### src/rtl/rawpipe_pkg.sv
package rawpipe_pkg;

    parameter int unsigned REG_W      = 5;
    parameter int unsigned TAG_W      = 8;
    localparam int unsigned NUM_REGS  = 1 << REG_W;
    localparam int unsigned NUM_STAGES = 5;

    localparam int unsigned ST_FETCH  = 0;
    localparam int unsigned ST_DECODE = 1;
    localparam int unsigned ST_READ   = 2;
    localparam int unsigned ST_EXEC   = 3;
    localparam int unsigned ST_WRITE  = 4;

    typedef struct packed {
        logic             valid;
        logic [TAG_W-1:0] tag;
        logic             dst_en;
        logic [REG_W-1:0] dst;
        logic             srca_en;
        logic [REG_W-1:0] srca;
        logic             srcb_en;
        logic [REG_W-1:0] srcb;
    } uop_t;

    // one-hot of the register written by a slot, empty for r0 or no write
    function automatic logic [NUM_REGS-1:0] write_mask(uop_t u);
        logic [NUM_REGS-1:0] m;
        m = '0;
        if (u.valid && u.dst_en && (u.dst != '0))
            m[u.dst] = 1'b1;
        return m;
    endfunction

endpackage

### src/rtl/rawpipe_slot.sv
module rawpipe_slot
    import rawpipe_pkg::*;
(
    input  logic clk,
    input  logic rst,
    input  logic hold,
    input  uop_t d,
    output uop_t q
);

    always_ff @(posedge clk) begin
        if (rst)
            q <= '0;
        else if (!hold)
            q <= d;
    end

endmodule

### src/rtl/rawpipe_scoreboard.sv
module rawpipe_scoreboard
    import rawpipe_pkg::*;
(
    input  logic                clk,
    input  logic                rst,
    input  uop_t                ex_q,
    input  uop_t                ex_d,
    input  uop_t                rd_q,
    output logic                hazard,
    output logic [NUM_REGS-1:0] pending
);

    // After the edge the owed registers are those of the new Write slot
    // (old Execute) and the new Execute slot; same-register overlaps stay set.
    always_ff @(posedge clk) begin
        if (rst)
            pending <= '0;
        else
            pending <= write_mask(ex_q) | write_mask(ex_d);
    end

    always_comb begin
        hazard = rd_q.valid &&
                 ((rd_q.srca_en && pending[rd_q.srca]) ||
                  (rd_q.srcb_en && pending[rd_q.srcb]));
    end

    AST_R0_NEVER_OWED: assert property (@(posedge clk) disable iff (rst)
        !pending[0]);

    AST_EXEC_DST_OWED: assert property (@(posedge clk) disable iff (rst)
        (ex_q.valid && ex_q.dst_en && ex_q.dst != '0) |=> pending[$past(ex_q.dst)]);

endmodule

### src/rtl/rawpipe_cycle_ctr.sv
module rawpipe_cycle_ctr #(
    parameter int unsigned CNT_W = 32
) (
    input  logic             clk,
    input  logic             rst,
    output logic [CNT_W-1:0] count
);

    always_ff @(posedge clk) begin
        if (rst)
            count <= '0;
        else
            count <= count + 1'b1;
    end

    AST_COUNT_STEP: assert property (@(posedge clk) disable iff (rst)
        1'b1 |=> count == $past(count) + 1'b1);

endmodule

### src/rtl/raw_interlock_pipe.sv
module raw_interlock_pipe
    import rawpipe_pkg::*;
#(
    parameter int unsigned CNT_W = 32
) (
    input  logic                  clk,
    input  logic                  rst,
    input  logic                  in_valid,
    input  logic [TAG_W-1:0]      in_tag,
    input  logic                  in_dst_en,
    input  logic [REG_W-1:0]      in_dst,
    input  logic                  in_srca_en,
    input  logic [REG_W-1:0]      in_srca,
    input  logic                  in_srcb_en,
    input  logic [REG_W-1:0]      in_srcb,
    output logic                  in_ready,
    output logic [NUM_STAGES-1:0] stage_valid,
    output logic                  stall,
    output logic                  retire_valid,
    output logic [TAG_W-1:0]      retire_tag,
    output logic [CNT_W-1:0]      cycle_count
);

    uop_t                st_q [NUM_STAGES];
    uop_t                st_d [NUM_STAGES];
    logic [NUM_STAGES-1:0] hold;
    logic                  hazard;
    logic [NUM_REGS-1:0]   pending;

    // hold chain: Read holds on a hazard, each older-side stage holds
    // when occupied and the stage ahead of it holds
    always_comb begin
        logic chain;
        chain = 1'b0;
        hold  = '0;
        for (int i = NUM_STAGES - 1; i >= 0; i--) begin
            if (i == ST_READ)
                chain = st_q[i].valid & hazard;
            else if (i < ST_READ)
                chain = chain & st_q[i].valid;
            if (i <= ST_READ)
                hold[i] = chain;
        end
    end

    assign in_ready = !hold[ST_FETCH];

    always_comb begin
        st_d[ST_FETCH].valid   = in_valid & in_ready;
        st_d[ST_FETCH].tag     = in_tag;
        st_d[ST_FETCH].dst_en  = in_dst_en;
        st_d[ST_FETCH].dst     = in_dst;
        st_d[ST_FETCH].srca_en = in_srca_en;
        st_d[ST_FETCH].srca    = in_srca;
        st_d[ST_FETCH].srcb_en = in_srcb_en;
        st_d[ST_FETCH].srcb    = in_srcb;
        for (int i = 1; i < NUM_STAGES; i++)
            st_d[i] = hold[i-1] ? uop_t'('0) : st_q[i-1];
    end

    for (genvar g = 0; g < NUM_STAGES; g++) begin : g_stage
        rawpipe_slot u_slot (
            .clk  (clk),
            .rst  (rst),
            .hold (hold[g]),
            .d    (st_d[g]),
            .q    (st_q[g])
        );
        assign stage_valid[g] = st_q[g].valid;
    end

    rawpipe_scoreboard u_sb (
        .clk     (clk),
        .rst     (rst),
        .ex_q    (st_q[ST_EXEC]),
        .ex_d    (st_d[ST_EXEC]),
        .rd_q    (st_q[ST_READ]),
        .hazard  (hazard),
        .pending (pending)
    );

    rawpipe_cycle_ctr #(.CNT_W(CNT_W)) u_ctr (
        .clk   (clk),
        .rst   (rst),
        .count (cycle_count)
    );

    assign stall        = hold[ST_READ];
    assign retire_valid = st_q[ST_WRITE].valid;
    assign retire_tag   = st_q[ST_WRITE].tag;

    AST_STALL_BUBBLE: assert property (@(posedge clk) disable iff (rst)
        stall |=> !stage_valid[ST_EXEC]);

    AST_STALL_KEEPS_READ: assert property (@(posedge clk) disable iff (rst)
        stall |=> $stable(st_q[ST_READ]));

    AST_REFUSE_ONLY_FULL: assert property (@(posedge clk) disable iff (rst)
        !in_ready |-> (stage_valid[ST_FETCH] && stage_valid[ST_DECODE] && stall));

    AST_EXEC_TO_RETIRE: assert property (@(posedge clk) disable iff (rst)
        stage_valid[ST_EXEC] |=> retire_valid);

    AST_RESET_EMPTY: assert property (@(posedge clk)
        rst |=> (stage_valid == '0 && cycle_count == '0 && pending == '0));

endmodule

### config.mk
export PLATFORM = sky130hd
export DESIGN_NAME = raw_interlock_pipe
export DESIGN_NICKNAME = d
export VERILOG_FILES = /design/src/rtl/rawpipe_pkg.sv /design/src/rtl/rawpipe_slot.sv /design/src/rtl/rawpipe_scoreboard.sv /design/src/rtl/rawpipe_cycle_ctr.sv /design/src/rtl/raw_interlock_pipe.sv
export SDC_FILE = /design/constraint.sdc
export NUM_CORES = 1
export LEC_CHECK = 0
export ABC_AREA = 1
export BUFFER_PORTS_ARGS = -buffer_cell sky130_fd_sc_hd__buf_2
export CORE_MARGIN = 2
export CORE_UTILIZATION = 30
export DETAILED_ROUTE_END_ITERATION = 8
export GPL_TIMING_DRIVEN = 0
export PLACE_DENSITY = 0.47
export RECOVER_POWER = 100
export SETUP_SLACK_MARGIN = 0.4
export SYNTH_ARGS = -nofsm -noshare
export SYNTH_HDL_FRONTEND = slang
export SYNTH_HIERARCHICAL = 1
export SYNTH_SLANG_ARGS = --single-unit
### constraint.sdc
create_clock -name clk -period 6.05 [get_ports clk]
set_input_delay 1.21 -clock clk [delete_from_list [all_inputs] [get_ports clk]]
set_output_delay 1.21 -clock clk [all_outputs]
set_load 0.1 [all_outputs]
==> impl_metrics.csv <==
group,metric,value,unit
run_status,status,"finished clean",
clock_network,clk_pin_slew,0.06,ns
clock_network,clockRootBuffer,"clkbuf_16",
routing,first_pass_iters,5,
sta,setup-tns-final,0,ns
job,maxCapViolCount,0,
sta,drv_slew,0,
floorplanning,core,30300,µm²
routing,route.met3.wl,625,µm
floorplanning,io_pins,77,
sta,rsz0062_at_grt,"no",
power,vdd_drop_max,0.000182,V
floorplanning,fp.dieW,179,µm
cells_and_area,area_growth,13.2,%
clock_network,cts_setup_buffers,0,
setup_path,reg2reg_from,"g_stage[2].u_slot/q[7]",
routing,routed_wl,21.4,mm
clock_network,ctsHtreeMaxLevel,4,
synth,syn_inst,1407,
setup_path,worstSetupPathType,"reg2out",
routing,wl_per_cell,11.2,µm
placed_design,place.gp.congestion,0.838,
sta,hold_viol,0,
sta,fin_skew,0.0110,ns
sta,maxSlewHeadroom,20.8,%
clock_network,cts_resized,0,
routing,drt-met1-wl,11.4,mm
cells_and_area,fin_util,34.3,%
global_routing,gr-total-overflow,0,
global_routing,first_global_vias,6892,
setup_path,worst_setup_path_end_kind,"output pin",
cells_and_area,n_antenna_cell,0,
global_routing,grt_util_all_layers,13.8,%
clock_network,holdBufCountCts,0,
floorplanning,die_h,179,µm
setup_path,worstPathRequired,4.84,ns
sta,tightest_slew,1.19,ns
routing,route.detailed.drc,0,
hold_path,worstHoldStart,"u_ctr/count[0]",
clock_network,cts_tree,"yes",
cells_and_area,nets,1533,
routing,postRouteAntennaNets,0,
global_routing,grt_max_degree,18,
hold_path,min_path_type,"reg2reg",
routing,top_layer_used,"met4",
floorplanning,fp-row-count,64,
synth,syn_avg_cell_area,6.54,µm²
setup_path,crit_start,"g_stage[2].u_slot/q[7]",
routing,routed-wl-met2,9.27,mm
clock_network,cts.path.max_buffers,2,
setup_path,cp.arrival,3.71,ns
synth,ys_warn_count,6,
placed_design,placed_cell_area,10100,µm²
setup_path,start_kind,"register",
sta,fmax,0.203,GHz
placed_design,port_buffers,76,
floorplanning,initial_utilization,30.3,%
setup_path,worstPathMaxFanout,11,
clock_network,cts_buffers,17,
power,leakage,4.34,nW
cells_and_area,drive_gt1_share,17.2,%
sta,final.min_clock_period,4.92,ns
routing,dr.first_iter.drc_count,419,
synth,synth.cell_area,9200,µm²
routing,via_count,7770,
cells_and_area,final_cell_area,10400,µm²
routing,vias_per_cell,4.06,
global_routing,antenna_found_initial,0,
placed_design,hpwl,16.3,mm
power,powerDensity,239,nW/µm²
floorplanning,die_area,32100,µm²
clock_network,cts_sinks,169,
sta,fin_crit_sh,81.3,%
sta,finalSetupViolCount,0,
global_routing,grt_pass1_wl,35.4,mm
clock_network,clk_latency,0.43,ns
## final timing paths
check        slack, ns                       to  cells after the start
max reg2reg       2.11  g_stage[1].u_slot/q[20]                     18
min reg2reg       0.47           u_ctr/count[0]                      1
min               0.47           u_ctr/count[0]                      1
max               1.13                    stall                     13
## layout make-up
type | instances | area [µm²]
multi-input cells | 954 | 4290
plain buffers | 64 | 507
fillers | 3423 | 19900
clock buffers | 17 | 425
clock inverters | 15 | 154
well taps | 396 | 495
flip-flops and latches | 169 | 3380
repair buffers | 76 | 319
inverters | 221 | 837
## worst max-delay path, cell delays in order (launching register included)
cell and delay [ns]:
dfxtp_1 0.34, clkbuf_1 0.38, inv_1 0.28, nand3_1 0.15, nand3_1 0.12, nand2_1 0.10
nand2_1 0.05, nand3_1 0.08, nand3_1 0.07, a21oi_1 0.22, nand2_1 0.07, inv_1 0.12
clkbuf_1 0.37, clkbuf_1 0.91
## through the flow
step / hold WS (ns) / cells / setup slack [ns] / power [mW]
after floorplan: 0.449 / 1408 / 2.68 / 1.38
after global placement: 0.450 / 1880 / 2.38 / 1.43
after detailed placement: 0.461 / 1880 / 2.37 / 1.43
after CTS: 0.469 / 1912 / 1.89 / 2.54
after global routing: 0.503 / 1912 / 0.843 / 2.61
final: 0.468 / 1912 / 1.13 / 2.49
## routing by layer
layer | GRT usage, % | up-vias
li1 | - | 4343
met2 | 20.8 | 117
met1 | 20.0 | 3303
met5 | 0 | -
met3 | 2.80 | 7
met4 | 3.46 | 0
## power by group
group | internal [mW] | switching [mW] | total [mW]
Clock | 0.585 | 0.502 | 1.09
Sequential | 1.14 | 0.0208 | 1.17
Combinational | 0.0775 | 0.162 | 0.239
## sequential cells by signal, summed over array words and instances (netlist names)
register / cells
u_ctr/count: 32
g_stage.u_slot/q: 105
u_sb/pending: 32
## layout by cell type, fill, tap and decap left out, types with 7 or more instances in the layout
master	count
a21oi_1	55
clkbuf_1	73
nand2_2	72
buf_6	17
nor2_4	8
clkbuf_16	17
nor3_1	17
buf_4	12
buf_2	28
nor2_1	250
o21ai_0	7
nand2_1	378
dfxtp_1	169
inv_6	7
inv_1	214
nor2_2	71
nand3_1	73
Power figures use the tool's default switching activity.
